**config.mk**
```make
export PLATFORM = sky130hd
export DESIGN_NAME = settle_gate_seq
export DESIGN_NICKNAME = d
export VERILOG_FILES = /design/src/rtl/sgs_pkg.sv /design/src/rtl/sgs_restart.sv /design/src/rtl/sgs_phase.sv /design/src/rtl/sgs_settle.sv /design/src/rtl/sgs_outreg.sv /design/src/rtl/settle_gate_seq.sv
export SDC_FILE = /design/constraint.sdc
export NUM_CORES = 1
export LEC_CHECK = 0
export ABC_AREA = 1
export BUFFER_PORTS_ARGS = -buffer_cell sky130_fd_sc_hd__buf_2
export CAP_MARGIN = 25
export CORE_MARGIN = 2
export CORE_UTILIZATION = 45
export DETAILED_ROUTE_END_ITERATION = 12
export PLACE_DENSITY = 0.74
export SYNTH_ARGS = -nofsm -noshare
export SYNTH_HDL_FRONTEND = slang
export SYNTH_SLANG_ARGS = --single-unit
```
**constraint.sdc**
```tcl
create_clock -name clk -period 5.99 [get_ports clk]
set_clock_uncertainty 0.05 [all_clocks]
set_input_delay 1.198 -clock clk [delete_from_list [all_inputs] [get_ports clk]]
set_output_delay 1.198 -clock clk [all_outputs]
set_load 0.1 [all_outputs]
```
**src/rtl/sgs_pkg.sv**
```systemverilog
// Shared types and helpers for the settling-suppression sequencer.
// Assumes ratio codes are 3 bits wide and map to successive powers of two.
package sgs_pkg;

    typedef logic [2:0] osr_code_t;

    localparam int unsigned OSR_CODE_COUNT = 8;

    // Decimated period in master-clock cycles for a ratio code.
    function automatic int unsigned period_clks(input osr_code_t code,
                                                input int unsigned min_log2);
        return 32'd1 << (min_log2 + 1 + int'(code));
    endfunction

endpackage

```
**src/rtl/sgs_restart.sv**
```systemverilog
// Restart detector: flags a restart on reset, a sync pulse or a change of
// the ratio code, and latches the ratio and the lead overhead on that edge.
// Assumes all inputs are synchronous to clk.
module sgs_restart
    import sgs_pkg::*;
#(
    parameter int unsigned BASE_OVH = 16,
    parameter int unsigned BUF_OVH  = 8,
    localparam int unsigned LEAD_W  = $clog2(BASE_OVH + BUF_OVH + 1)
) (
    input  logic              clk,
    input  logic              rst_n,
    input  osr_code_t         osr_sel_i,
    input  logic              sync_i,
    input  logic              buf_en_i,
    output logic              restart_o,
    output osr_code_t         osr_cur_o,
    output logic [LEAD_W-1:0] lead_len_o
);

    osr_code_t         osr_q;
    logic [LEAD_W-1:0] lead_len_q;

    // Restart whenever reset, sync or a new ratio code is seen.
    always_comb restart_o = !rst_n || sync_i || (osr_sel_i != osr_q);

    // Track the active ratio code.
    always_ff @(posedge clk) osr_q <= osr_sel_i;

    // Latch the overhead length chosen by the buffer flag at each restart.
    always_ff @(posedge clk) begin
        if (restart_o)
            lead_len_q <= LEAD_W'(BASE_OVH) + (buf_en_i ? LEAD_W'(BUF_OVH) : LEAD_W'(0));
    end

    assign osr_cur_o  = osr_q;
    assign lead_len_o = lead_len_q;

    // the latched overhead is one of the two legal values.
    p_lead_len_legal_r5: assert property (@(posedge clk) disable iff (!rst_n)
        (lead_len_q == LEAD_W'(BASE_OVH)) || (lead_len_q == LEAD_W'(BASE_OVH + BUF_OVH)));

endmodule

```
**src/rtl/sgs_phase.sv**
```systemverilog
// Phase generator: holds through the lead overhead after a restart, then
// counts decimated periods and pulses the strobe on the last cycle of each.
// Assumes the period is at least two cycles.
module sgs_phase
    import sgs_pkg::*;
#(
    parameter int unsigned MIN_LOG2 = 5,
    parameter int unsigned LEAD_W   = 5,
    localparam int unsigned PH_W    = MIN_LOG2 + 9
) (
    input  logic              clk,
    input  logic              rst_n,
    input  logic              restart_i,
    input  osr_code_t         osr_code_i,
    input  logic [LEAD_W-1:0] lead_len_i,
    output logic              lead_o,
    output logic              stb_o
);

    logic [LEAD_W-1:0] lead_cnt;
    logic [PH_W-1:0]   ph_cnt;
    logic [PH_W-1:0]   ph_last;

    // Last phase index of the current period.
    always_comb ph_last = (PH_W'(1) << (PH_W'(MIN_LOG2 + 1) + PH_W'(osr_code_i))) - PH_W'(1);

    always_comb lead_o = (lead_cnt < lead_len_i);
    always_comb stb_o  = !lead_o && (ph_cnt == ph_last);

    // Count the lead overhead, then stop.
    always_ff @(posedge clk) begin
        if (restart_i)
            lead_cnt <= '0;
        else if (lead_o)
            lead_cnt <= lead_cnt + LEAD_W'(1);
    end

    // Advance the decimation phase once the lead is over.
    always_ff @(posedge clk) begin
        if (restart_i || lead_o)
            ph_cnt <= '0;
        else if (ph_cnt == ph_last)
            ph_cnt <= '0;
        else
            ph_cnt <= ph_cnt + PH_W'(1);
    end

    // a strobe lasts one cycle.
    p_stb_single_r1: assert property (@(posedge clk) disable iff (!rst_n)
        stb_o |=> !stb_o);

    // the phase counter never passes the period end.
    p_phase_bound_r2: assert property (@(posedge clk) disable iff (!rst_n)
        ph_cnt <= ph_last || restart_i || $past(restart_i));

endmodule

```
**src/rtl/sgs_settle.sv**
```systemverilog
// Settling tracker: counts strobes after a restart and keeps the settling
// flag up through the lead and the first SETTLE_PER strobes.
// Assumes strobes never appear while the lead is running.
module sgs_settle #(
    parameter int unsigned SETTLE_PER = 68,
    localparam int unsigned PER_W     = $clog2(SETTLE_PER + 1)
) (
    input  logic clk,
    input  logic rst_n,
    input  logic restart_i,
    input  logic lead_i,
    input  logic stb_i,
    output logic settle_o
);

    logic [PER_W-1:0] per_cnt;
    logic             counting;

    always_comb counting = (per_cnt < PER_W'(SETTLE_PER));
    always_comb settle_o = lead_i || counting;

    // Count suppressed strobes until the window is full.
    always_ff @(posedge clk) begin
        if (restart_i)
            per_cnt <= '0;
        else if (stb_i && counting)
            per_cnt <= per_cnt + PER_W'(1);
    end

    // the count never exceeds the window length.
    p_count_bound_r4: assert property (@(posedge clk) disable iff (!rst_n)
        per_cnt <= PER_W'(SETTLE_PER));

    // the window only ends on the cycle after a strobe.
    p_end_after_stb_r4: assert property (@(posedge clk) disable iff (!rst_n)
        $fell(settle_o) |-> $past(stb_i));

endmodule

```
**src/rtl/sgs_outreg.sv**
```systemverilog
// Output stage: registers the sample and a one-cycle ready pulse for each
// strobe that falls outside the settling window.
// Assumes smp_i is valid in the strobe cycle.
module sgs_outreg #(
    parameter int unsigned SMP_W = 24
) (
    input  logic             clk,
    input  logic             rst_n,
    input  logic             restart_i,
    input  logic             stb_i,
    input  logic             settle_i,
    input  logic [SMP_W-1:0] smp_i,
    output logic             drdy_o,
    output logic [SMP_W-1:0] dout_o
);

    logic pass;

    always_comb pass = stb_i && !settle_i;

    // Ready pulse, cleared by any restart.
    always_ff @(posedge clk) begin
        if (restart_i)
            drdy_o <= 1'b0;
        else
            drdy_o <= pass;
    end

    // Hold the last settled word.
    always_ff @(posedge clk) begin
        if (!rst_n)
            dout_o <= '0;
        else if (pass && !restart_i)
            dout_o <= smp_i;
    end

    // a ready pulse always follows a strobe outside the window.
    p_drdy_follows_stb_r7: assert property (@(posedge clk) disable iff (!rst_n)
        drdy_o |-> $past(stb_i) && !$past(settle_i));

    // the word only moves together with a ready pulse.
    p_dout_stable_r7: assert property (@(posedge clk) disable iff (!rst_n)
        !drdy_o |-> $stable(dout_o) || $past(!rst_n));

endmodule

```
**src/rtl/settle_gate_seq.sv**
```systemverilog
// Top level: decimated-rate timing with post-restart suppression of results.
// Assumes a single clock domain and a filter model that emits on each strobe.
module settle_gate_seq
    import sgs_pkg::*;
#(
    parameter int unsigned SMP_W      = 24,
    parameter int unsigned MIN_LOG2   = 5,
    parameter int unsigned SETTLE_PER = 68,
    parameter int unsigned BASE_OVH   = 16,
    parameter int unsigned BUF_OVH    = 8
) (
    input  logic             clk,
    input  logic             rst_n,
    input  logic [2:0]       osr_sel_i,
    input  logic             sync_i,
    input  logic             buf_en_i,
    input  logic [SMP_W-1:0] smp_i,
    output logic             rate_stb_o,
    output logic             drdy_o,
    output logic [SMP_W-1:0] dout_o,
    output logic             settling_o
);

    localparam int unsigned LEAD_W = $clog2(BASE_OVH + BUF_OVH + 1);

    logic              restart;
    osr_code_t         osr_cur;
    logic [LEAD_W-1:0] lead_len;
    logic              lead;

    sgs_restart #(.BASE_OVH(BASE_OVH), .BUF_OVH(BUF_OVH)) restart_i (
        .clk        (clk),
        .rst_n      (rst_n),
        .osr_sel_i  (osr_sel_i),
        .sync_i     (sync_i),
        .buf_en_i   (buf_en_i),
        .restart_o  (restart),
        .osr_cur_o  (osr_cur),
        .lead_len_o (lead_len)
    );

    sgs_phase #(.MIN_LOG2(MIN_LOG2), .LEAD_W(LEAD_W)) phase_i (
        .clk        (clk),
        .rst_n      (rst_n),
        .restart_i  (restart),
        .osr_code_i (osr_cur),
        .lead_len_i (lead_len),
        .lead_o     (lead),
        .stb_o      (rate_stb_o)
    );

    sgs_settle #(.SETTLE_PER(SETTLE_PER)) settle_i (
        .clk       (clk),
        .rst_n     (rst_n),
        .restart_i (restart),
        .lead_i    (lead),
        .stb_i     (rate_stb_o),
        .settle_o  (settling_o)
    );

    sgs_outreg #(.SMP_W(SMP_W)) outreg_i (
        .clk       (clk),
        .rst_n     (rst_n),
        .restart_i (restart),
        .stb_i     (rate_stb_o),
        .settle_i  (settling_o),
        .smp_i     (smp_i),
        .drdy_o    (drdy_o),
        .dout_o    (dout_o)
    );

    // a sync pulse always reopens the window.
    p_sync_reopens_r3: assert property (@(posedge clk) disable iff (!rst_n)
        sync_i |=> settling_o && !drdy_o);

    // a new ratio code reopens the window.
    p_osr_change_r6: assert property (@(posedge clk) disable iff (!rst_n)
        (osr_sel_i != $past(osr_sel_i)) |=> settling_o);

    // no ready pulse directly after a suppressed cycle.
    p_no_drdy_settling_r4: assert property (@(posedge clk) disable iff (!rst_n)
        settling_o |=> !drdy_o);

endmodule

```
Yosys cells after proc, flatten, opt, wreduce, memory -nomap -nowiden
Index checks and enable logic that the tools add are counted.
Storage, ports and cells
  register bits after elaboration: 59
  input port bits: 31
  logic and storage cells: 32
Cells by class
  add/subtract/negate cells: 6
  order comparisons: 2
  equality and inequality tests: 2
  shifts and indexed selects: 1
  multiplexer cells: 1
  reductions and logical operators: 13
Operators with widths (count)
  $add 14x1->14 const B: 1
  $eq 14x14->1: 1
  $shl 1x14->14 const A: 1
  $sub 14x2->14 const B: 1
  $add 7x1->7 const B: 1
  $lt 7x7->1 const B: 1
  $add 5x1->5 const B: 1
  $add 5x5->5 const A: 1
  $lt 5x5->1: 1
  $add 3x3->4 const A: 1
  $logic_and 1x1->1: 4
  $logic_not 1->1: 4
  $logic_or 1x1->1: 4
  $mux 4: 1
  $ne 3x3->1: 1
  $reduce_or 2->1: 1

Depth between registers and ports, before layout
Gate-level depths: netlist of run 1.
  depth in word-level cells: 7
  mapped depth: 16
  depth with buffers taken out: 14

Hierarchy
From an unflattened synthesis of run 1, not the netlist that was laid out.
Unflattened totals
  cells, all modules: 432
  area total of the unflattened synthesis: 2914.0 um^2
Modules (own cells, without submodules)
  sgs_phase: times used 1, cells an instance 191, area each 1275.0 um^2, seq. area each 380.4 um^2
  sgs_outreg: times used 1, cells an instance 156, area each 1046.0 um^2, seq. area each 500.5 um^2
  sgs_settle: times used 1, cells an instance 56, area each 394.1 um^2, seq. area each 140.1 um^2
  sgs_restart: times used 1, cells an instance 29, area each 198.9 um^2, seq. area each 90.1 um^2

Least setup slack after synthesis of run 1
OpenSTA, ideal clock, no wires.
  path kind: reg-to-output
  start point: reg restart_i.osr_q[1], in the netlist restart_i.osr_cur_o[1]
  end point: out rate_stb_o
  arrival time: 2.134 ns
  data required time: 4.742 ns
  path slack: 2.608 ns
  cell stages (with the launch flop): 12
  cell sequence: dfxtp_1 > inv_2 > ha_1 > nor2_2 > nand2_1 > nand2_1 > inv_1 > a21oi_1 > nand2_1 > nor2_1 > nand4_1 > inv_1
On the way
  cells in the longest elaborated chain, start to end: 5
Ends and longest elaborated chain
  start: declaration: line sgs_restart.sv:21  | osr_code_t osr_q;
  start signal: assignment: line sgs_restart.sv:28  | always_ff @(posedge clk) osr_q <= osr_sel_i;
  $add 3x3->4: line sgs_phase.sv:25  | always_comb ph_last = (PH_W'(1) << (PH_W'(MIN_LOG2 + 1) + PH_W'(osr_code_i))) - PH_W'(1);
  $shl 1x14->14: line sgs_phase.sv:25
  $sub 14x2->14: line sgs_phase.sv:25
  $eq 14x14->1: line sgs_phase.sv:28  | always_comb stb_o = !lead_o && (ph_cnt == ph_last);
  $logic_and 1x1->1: line sgs_phase.sv:28
  end: declaration: line settle_gate_seq.sv:18  | output logic rate_stb_o,
Every way passes these cells.

Final worst setup path of run 1
Same ends and word-level chain as after synthesis.

==> results.json, run 1 <==
{
  "path_max_fanout": 8,
  "drt-initial-drc-count": 108,
  "path_common_cell": "nand2_1",
  "io_buffers": 57,
  "ctsResizeCount": 0,
  "syn2layout_area_growth_pct": 14.8,
  "grtUsageTotal_pct": 17.5,
  "cp-start-kind": "register",
  "ys_ff_latch": 55,
  "synth_top_area_cell": "dfxtp_1",
  "chipWidth_microns": 84.0,
  "timing.fmax_mhz": 259,
  "synth_common_cells": "78 x inv_1, 76 x nand2_1, 64 x nor2_1",
  "viasPerCell": 4.68,
  "start_util_pct": 45.9,
  "grt_first_pass_wirelength_mm": 10.2,
  "total_power_uw": 639,
  "fp.dieH_microns": 84.0,
  "max-cap-violations": 0,
  "multi_input_area_sq_mm": 0.00139,
  "wirelength_mm": 5.85,
  "antenna_left": 0,
  "fin_crit_sh_pct": 64.3,
  "min_period_ns": 3.85,
  "synth_top_area_share_pct": 37.5,
  "dieArea_sq_mm": 0.00706,
  "synth.most_common_cell": "inv_1",
  "clock-sinks": 55,
  "dpl.cell_count": 548,
  "fin_ws_ns": 2.14,
  "hold_violations": 0,
  "arrival_ns": 2.61,
  "async_flop_share_pct": 0,
  "path_clk_slew_ns": 0.11,
  "pin_count": 58,
  "synth_edf_count": 1,
  "clock_latency_ns": 0.32,
  "numCtsBuffers": 5,
  "rows": 29,
  "end_kind": "output port",
  "synthTopCellsByArea": "dfxtp_1 38%, inv_1 10%, nand2_1 9.9%",
  "syn_nets": 461,
  "syn-cell-area_sq_mm": 0.00288,
  "fin_util_pct": 52.7,
  "cts_setup_buffers": 0,
  "crit_slowest_cell": "dfxtp_1",
  "hpwl_mm": 4.36,
  "cts.hold.buffers_added": 0,
  "p_leak_uw": 0.00150,
  "status": "complete, no violations",
  "n_fill_cell": 647,
  "core_area_sq_mm": 0.00628,
  "grt_start_max_net_pins": 49,
  "yosysWarnings": 0,
  "ys_types": 35,
  "final.setup.tns_ns": 0,
  "drc": 0,
  "setup_violations": 0,
  "path_class": "register to output port",
  "synthFlopType": "dfxtp_1",
  "cts-root-buf": "clkbuf_8",
  "ys_seq_area_share_pct": 38.6,
  "drive_gt1_share_pct": 20.7,
  "rsz0062_at_grt": "no",
  "p_per_area_mw_per_mm2": 193,
  "hold_path.class": "register to register",
  "synthCells": 422,
  "maxSlewViolCount": 0,
  "worstPathCellList": "inv_2 -> ha_1 -> nor2_2 -> nand2_1 -> nand2_1 -> inv_1 -> a21oi_1 -> nand2_1 -> nor2_1 -> nand4_1 -> inv_1 -> buf_2",
  "cts_tree": "built",
  "n_antenna_cell": 0,
  "fin_cells": 556,
  "relSlewSlack_pct": 49.6,
  "htree_num_levels": 2,
  "grt_pass1_vias": 2451,
  "syn_avg_cell_area_sq_um": 6.83,
  "antenna_found_initial": 0,
  "vias": 2602,
  "gp_congestion": 0.919,
  "fin_nets": 517,
  "peakVddDrop_mv": 0.106,
  "cp.required_ns": 4.74,
  "ctsLongestPathBuffers": 2,
  "cpPeakStageDelay_ns": 0.47,
  "seq_area_sq_mm": 0.00111,
  "first_pass_iters": 4,
  "place_ws_ns": 2.51,
  "worst_slew_pin_slew_ns": 0.756,
  "routedWlPerCell_microns": 10.5,
  "grt_overflow": 0
}
==> worst paths after layout <==
check,start,to,slack [ns],cells past startpoint
setup reg to reg,restart_i.osr_cur_o[1],outreg_i.dout_o[23],3.42,13
hold reg to reg,settle_i.per_cnt[0],settle_i.per_cnt[0],0.43,1
hold / removal,settle_i.per_cnt[0],settle_i.per_cnt[0],0.43,1
setup / recovery,restart_i.osr_cur_o[1],rate_stb_o,2.14,12
==> state kept, by name, indices dropped and copies added (netlist names) <==
| name | flops |
|---|---|
| phase_i.lead_cnt | 5 |
| outreg_i.dout_o | 24 |
| restart_i.osr_cur_o | 3 |
| phase_i.ph_cnt | 14 |
| settle_i.per_cnt | 7 |
| outreg_i.drdy_o | 1 |
| restart_i.lead_len_o | 1 |
==> cell type report <==
cell class	count	share of cell area [%]
inverters	83	9.42
repair buffers	58	8.85
clock buffers	5	2.08
well taps	77	2.91
flip-flops and latches	55	33.6
multi-input cells	275	42.1
clock inverters	3	1.02
==> worst max-delay path, delay by kind of cell (launching register included) <==
family                   cells  cell delay [ns]
AO/OA/AOI/OAI                1             0.12
AND/OR/NAND/NOR              6             0.60
adder cells (fa/ha/maj)      1             0.40
buffers and inverters        4             0.70
flip-flops                   1             0.47
==> per-stage QoR <==
stage               instance area (sq um)  hold slack [ns]
floorplan                            2880            0.380
global placement                     3200            0.395
detailed placement                   3200            0.412
CTS                                  3310            0.429
global route                         3310            0.446
finish                               3310            0.427
==> kinds of logic (layout without fill, tap and decap cells) <==
logic type / count (synthesis) / after routing / share of synthesized area, %
simple gates: 212 / 212 / 34.1
flops: 55 / 55 / 38.6
fa+ha+maj: 8 / 8 / 3.47
xor+xnor: 8 / 8 / 2.43
compound gates: 47 / 47 / 8.29
buf+inv: 92 / 149 / 13.1
==> layer usage <==
| metal | vias to the layer above | share of wire (%) | track usage [%] |
|---|---|---|---|
| li1 | 1405 | - | - |
| met1 | 1135 | 47 | 21.6 |
| met2 | 54 | 45 | 29.0 |
| met3 | 8 | 5.6 | 4.45 |
| met4 | 0 | 1.6 | 6.74 |
| met5 | - | 0 | 0 |
==> cell usage in the layout, fill, tap and decap left out, types with 7 or more instances in the layout <==
cell type / count
nor2_1: 64
dfxtp_1: 54
nor3_1: 11
nand2_1: 76
inv_1: 78
ha_1: 8
nand2_2: 18
a21oi_1: 20
buf_2: 57
nand3_1: 18
nand4_1: 7
o21ai_0: 21
==> power breakdown <==
group / switching, uW / leakage (uW) / total [uW] / internal (uW)
registers: 1.80 / 0.000446 / 370 / 368
clock network: 136 / 0.0000515 / 224 / 88.3
logic: 26.8 / 0.00100 / 44.9 / 18.1
Power figures use the tool's default switching activity.
==> run 2, diff against run 1 <==
Settings changed: ABC_AREA 1 to 0, PLACE_DENSITY 0.74 to 0.78.
Clock period 5.99 ns to 3.5 ns, I/O delays scaled along.
==> results.json, run 2 <==
{
  "yosysWarnings": 0,
  "holdPathStages": 2,
  "wirelength_mm": 4.78,
  "numCtsBuffers": 5,
  "synth_top_family_by_area": "simple AND/OR/NAND/NOR gates",
  "core_area_sq_mm": 0.00547,
  "routedWlPerCell_microns": 12.0,
  "top_layer": "met4",
  "p_clk_share_pct": 33.2,
  "place_ws_ns": 0.239,
  "synth_simple_gate_area_share_pct": 21.2,
  "syn2layout_area_growth_pct": 18.0,
  "timing.fmax_mhz": 296,
  "cp.required_ns": 2.75,
  "path_clk_slew_ns": 0.10,
  "peakVddDrop_mv": 0.262,
  "htree_num_levels": 2,
  "synthXorXnorAreaFrac_pct": 9.65,
  "regMostFlops": "outreg_i.dout_o",
  "fin_nets": 365,
  "holdWs_ns": 0.410,
  "drc": 0,
  "p_switching_uw": 245,
  "grt_start_max_net_pins": 49,
  "muxShareOfSynthArea_pct": 10.6,
  "hold_violations": 0,
  "ys_types": 40,
  "synth_top_area_cell": "dfxtp_1",
  "clock-sinks": 55,
  "status": "complete, no violations",
  "ctsLongestPathBuffers": 2,
  "synth_common_cells": "54 x dfxtp_1, 52 x nand2_1, 27 x mux2i_1, 27 x nor2_1, 15 x xnor2_1",
  "wl_met3_microns": 224,
  "vias": 1933,
  "relSlewSlack_pct": 51.7,
  "cts_tree": "built",
  "cp-start-kind": "register",
  "synthCells": 270,
  "min_period_ns": 3.37,
  "pin_count": 58,
  "n_antenna_cell": 0,
  "total_power_uw": 1050,
  "synth_edf_count": 1,
  "grt_overflow": 0,
  "syn-cell-area_sq_mm": 0.00254,
  "p_seq_share_pct": 60.2,
  "synthTopCellsByArea": "dfxtp_1 43%, mux2i_1 11%, nand2_1 7.7%",
  "path_class": "register to output port",
  "syn_avg_cell_area_sq_um": 9.42,
  "rsz0062_at_grt": "no",
  "drt-initial-drc-count": 58,
  "start_util_pct": 46.5,
  "async_flop_share_pct": 0,
  "final.setup.tns_ns": 0,
  "seq_area_sq_mm": 0.00112,
  "p_leak_uw": 0.00122,
  "dieArea_sq_mm": 0.00627,
  "fp.dieH_microns": 79.2,
  "clock_latency_ns": 0.31,
  "synth_compound_area_share_pct": 6.69,
  "grt_first_pass_wirelength_mm": 8.30,
  "ys_ff_latch": 55,
  "worst_slew_pin_slew_ns": 0.719,
  "mostFrequentLayoutCells": "56 x buf_2, 52 x nand2_1, 52 x dfxtp_1",
  "synth_top_area_share_pct": 42.5,
  "io_buffers": 57,
  "fin_ws_ns": 0.126,
  "synthAdderAreaFrac_pct": 3.94,
  "multi_input_area_sq_mm": 0.00136,
  "end_kind": "output port",
  "hold_path.class": "register to register",
  "m1WireLength_mm": 2.15,
  "n_fill_cell": 511,
  "final_common_cell": "buf_2",
  "maxSlewViolCount": 0,
  "hpwl_mm": 3.51,
  "grtUsageTotal_pct": 16.7,
  "ys_seq_area_share_pct": 43.7,
  "largestRegisters": "outreg_i.dout_o: 24 flops, phase_i.ph_cnt: 14 flops, settle_i.per_cnt: 7 flops",
  "chipWidth_microns": 79.2,
  "cell_internal_pwr_uw": 807,
  "dpl.cell_count": 391,
  "gp_congestion": 0.809,
  "p_per_area_mw_per_mm2": 351,
  "syn_nets": 309,
  "cts.hold.buffers_added": 0,
  "fin_crit_sh_pct": 96.4,
  "first_pass_iters": 4,
  "synth.most_common_cell": "dfxtp_1",
  "antenna_found_initial": 0,
  "antenna_left": 0,
  "combPwrFrac_pct": 6.6,
  "grt_pass1_vias": 1942,
  "synthFlopType": "dfxtp_1",
  "ff2ff_path_depth": 9,
  "cts-root-buf": "clkbuf_8",
  "rows": 27,
  "setup_violations": 0,
  "viasPerCell": 4.84,
  "power.share.switching_pct": 23.3,
  "drive_gt1_share_pct": 26.3,
  "arrival_ns": 2.62,
  "path_max_fanout": 9,
  "largest_reg_flops": 24,
  "wl_met2_mm": 2.32,
  "fin_cells": 399,
  "max-cap-violations": 0
}
run 2: cell count changes after synthesis, moves of 8 or more:
cell     delta
inv_1      -71
nor2_1     -37
mux2i_1    +27
nand2_1    -24
o21ai_0    -20
nand2_2    -18
a21oi_1    -17
xnor2_1    +12
and3_1      +9
nor3_1      -8
xor2_1      +8
run 2: final cells by class:
cell class                      instances  area share (%)
Clock inverter                          2           0.542
Timing Repair Buffer                   60            10.8
Sequential cell                        55            37.2
Multi-Input combinational cell        197            45.2
Inverter                                7           0.876
Tap cell                               72            3.00
Clock buffer                            6            2.42
run 2: logic make-up after synthesis:
logic type      Yosys count
simple gates            116
flops                    55
fa+ha+maj                 8
buf+inv                  18
mux                      27
compound gates           18
xor+xnor                 28
run 2: layer usage:
metal / up-vias / global-route usage [%]
li1: 1014 / -
met1: 874 / 18.7
met5: - / 0
met3: 6 / 4.43
met4: 0 / 6.72
met2: 39 / 29.7
run 2: path summary, 6_finish.rpt:
path	startpoint	to	slack (ns)
max	restart_i.osr_cur_o[1]	rate_stb_o	0.13
min	outreg_i.dout_o[13]	outreg_i.dout_o[13]	0.41
max reg2reg	restart_i.osr_cur_o[1]	outreg_i.dout_o[1]	0.61
min reg2reg	outreg_i.dout_o[13]	outreg_i.dout_o[13]	0.41
run 2: power by group through the flow:
stage / logic [uW] / registers (uW) / clock network [uW]
final: 69.4 / 634 / 349
after detailed placement: 65.8 / 649 / 0
after global routing: 77.2 / 635 / 387
after CTS: 66.2 / 634 / 367
after global placement: 63.9 / 648 / 0
after floorplan: 42.9 / 648 / 0
run 2: critical path: stages (launching register included):
cell and delay (ns):
dfxtp_4 0.39, inv_1 0.13, ha_2 0.29, and4bb_1 0.24, xnor2_1 0.13, or4_4 0.57
nor2_2 0.16, nand2_1 0.11, nor2_4 0.11, buf_12 0.18
run 2: repair_timing:
item | 4_1_cts | 5_1_grt
setup endpoints to repair | 1 | 1
resized for setup | 1 | 7
setup buffers | 0 | 0
run 2: per-stage QoR:
step	cell area, sq um	util [%]
finish	3000	54.8
global route	3000	54.8
CTS	2970	54.3
floorplan	2550	-
detailed placement	2880	52.7
global placement	2880	52.7
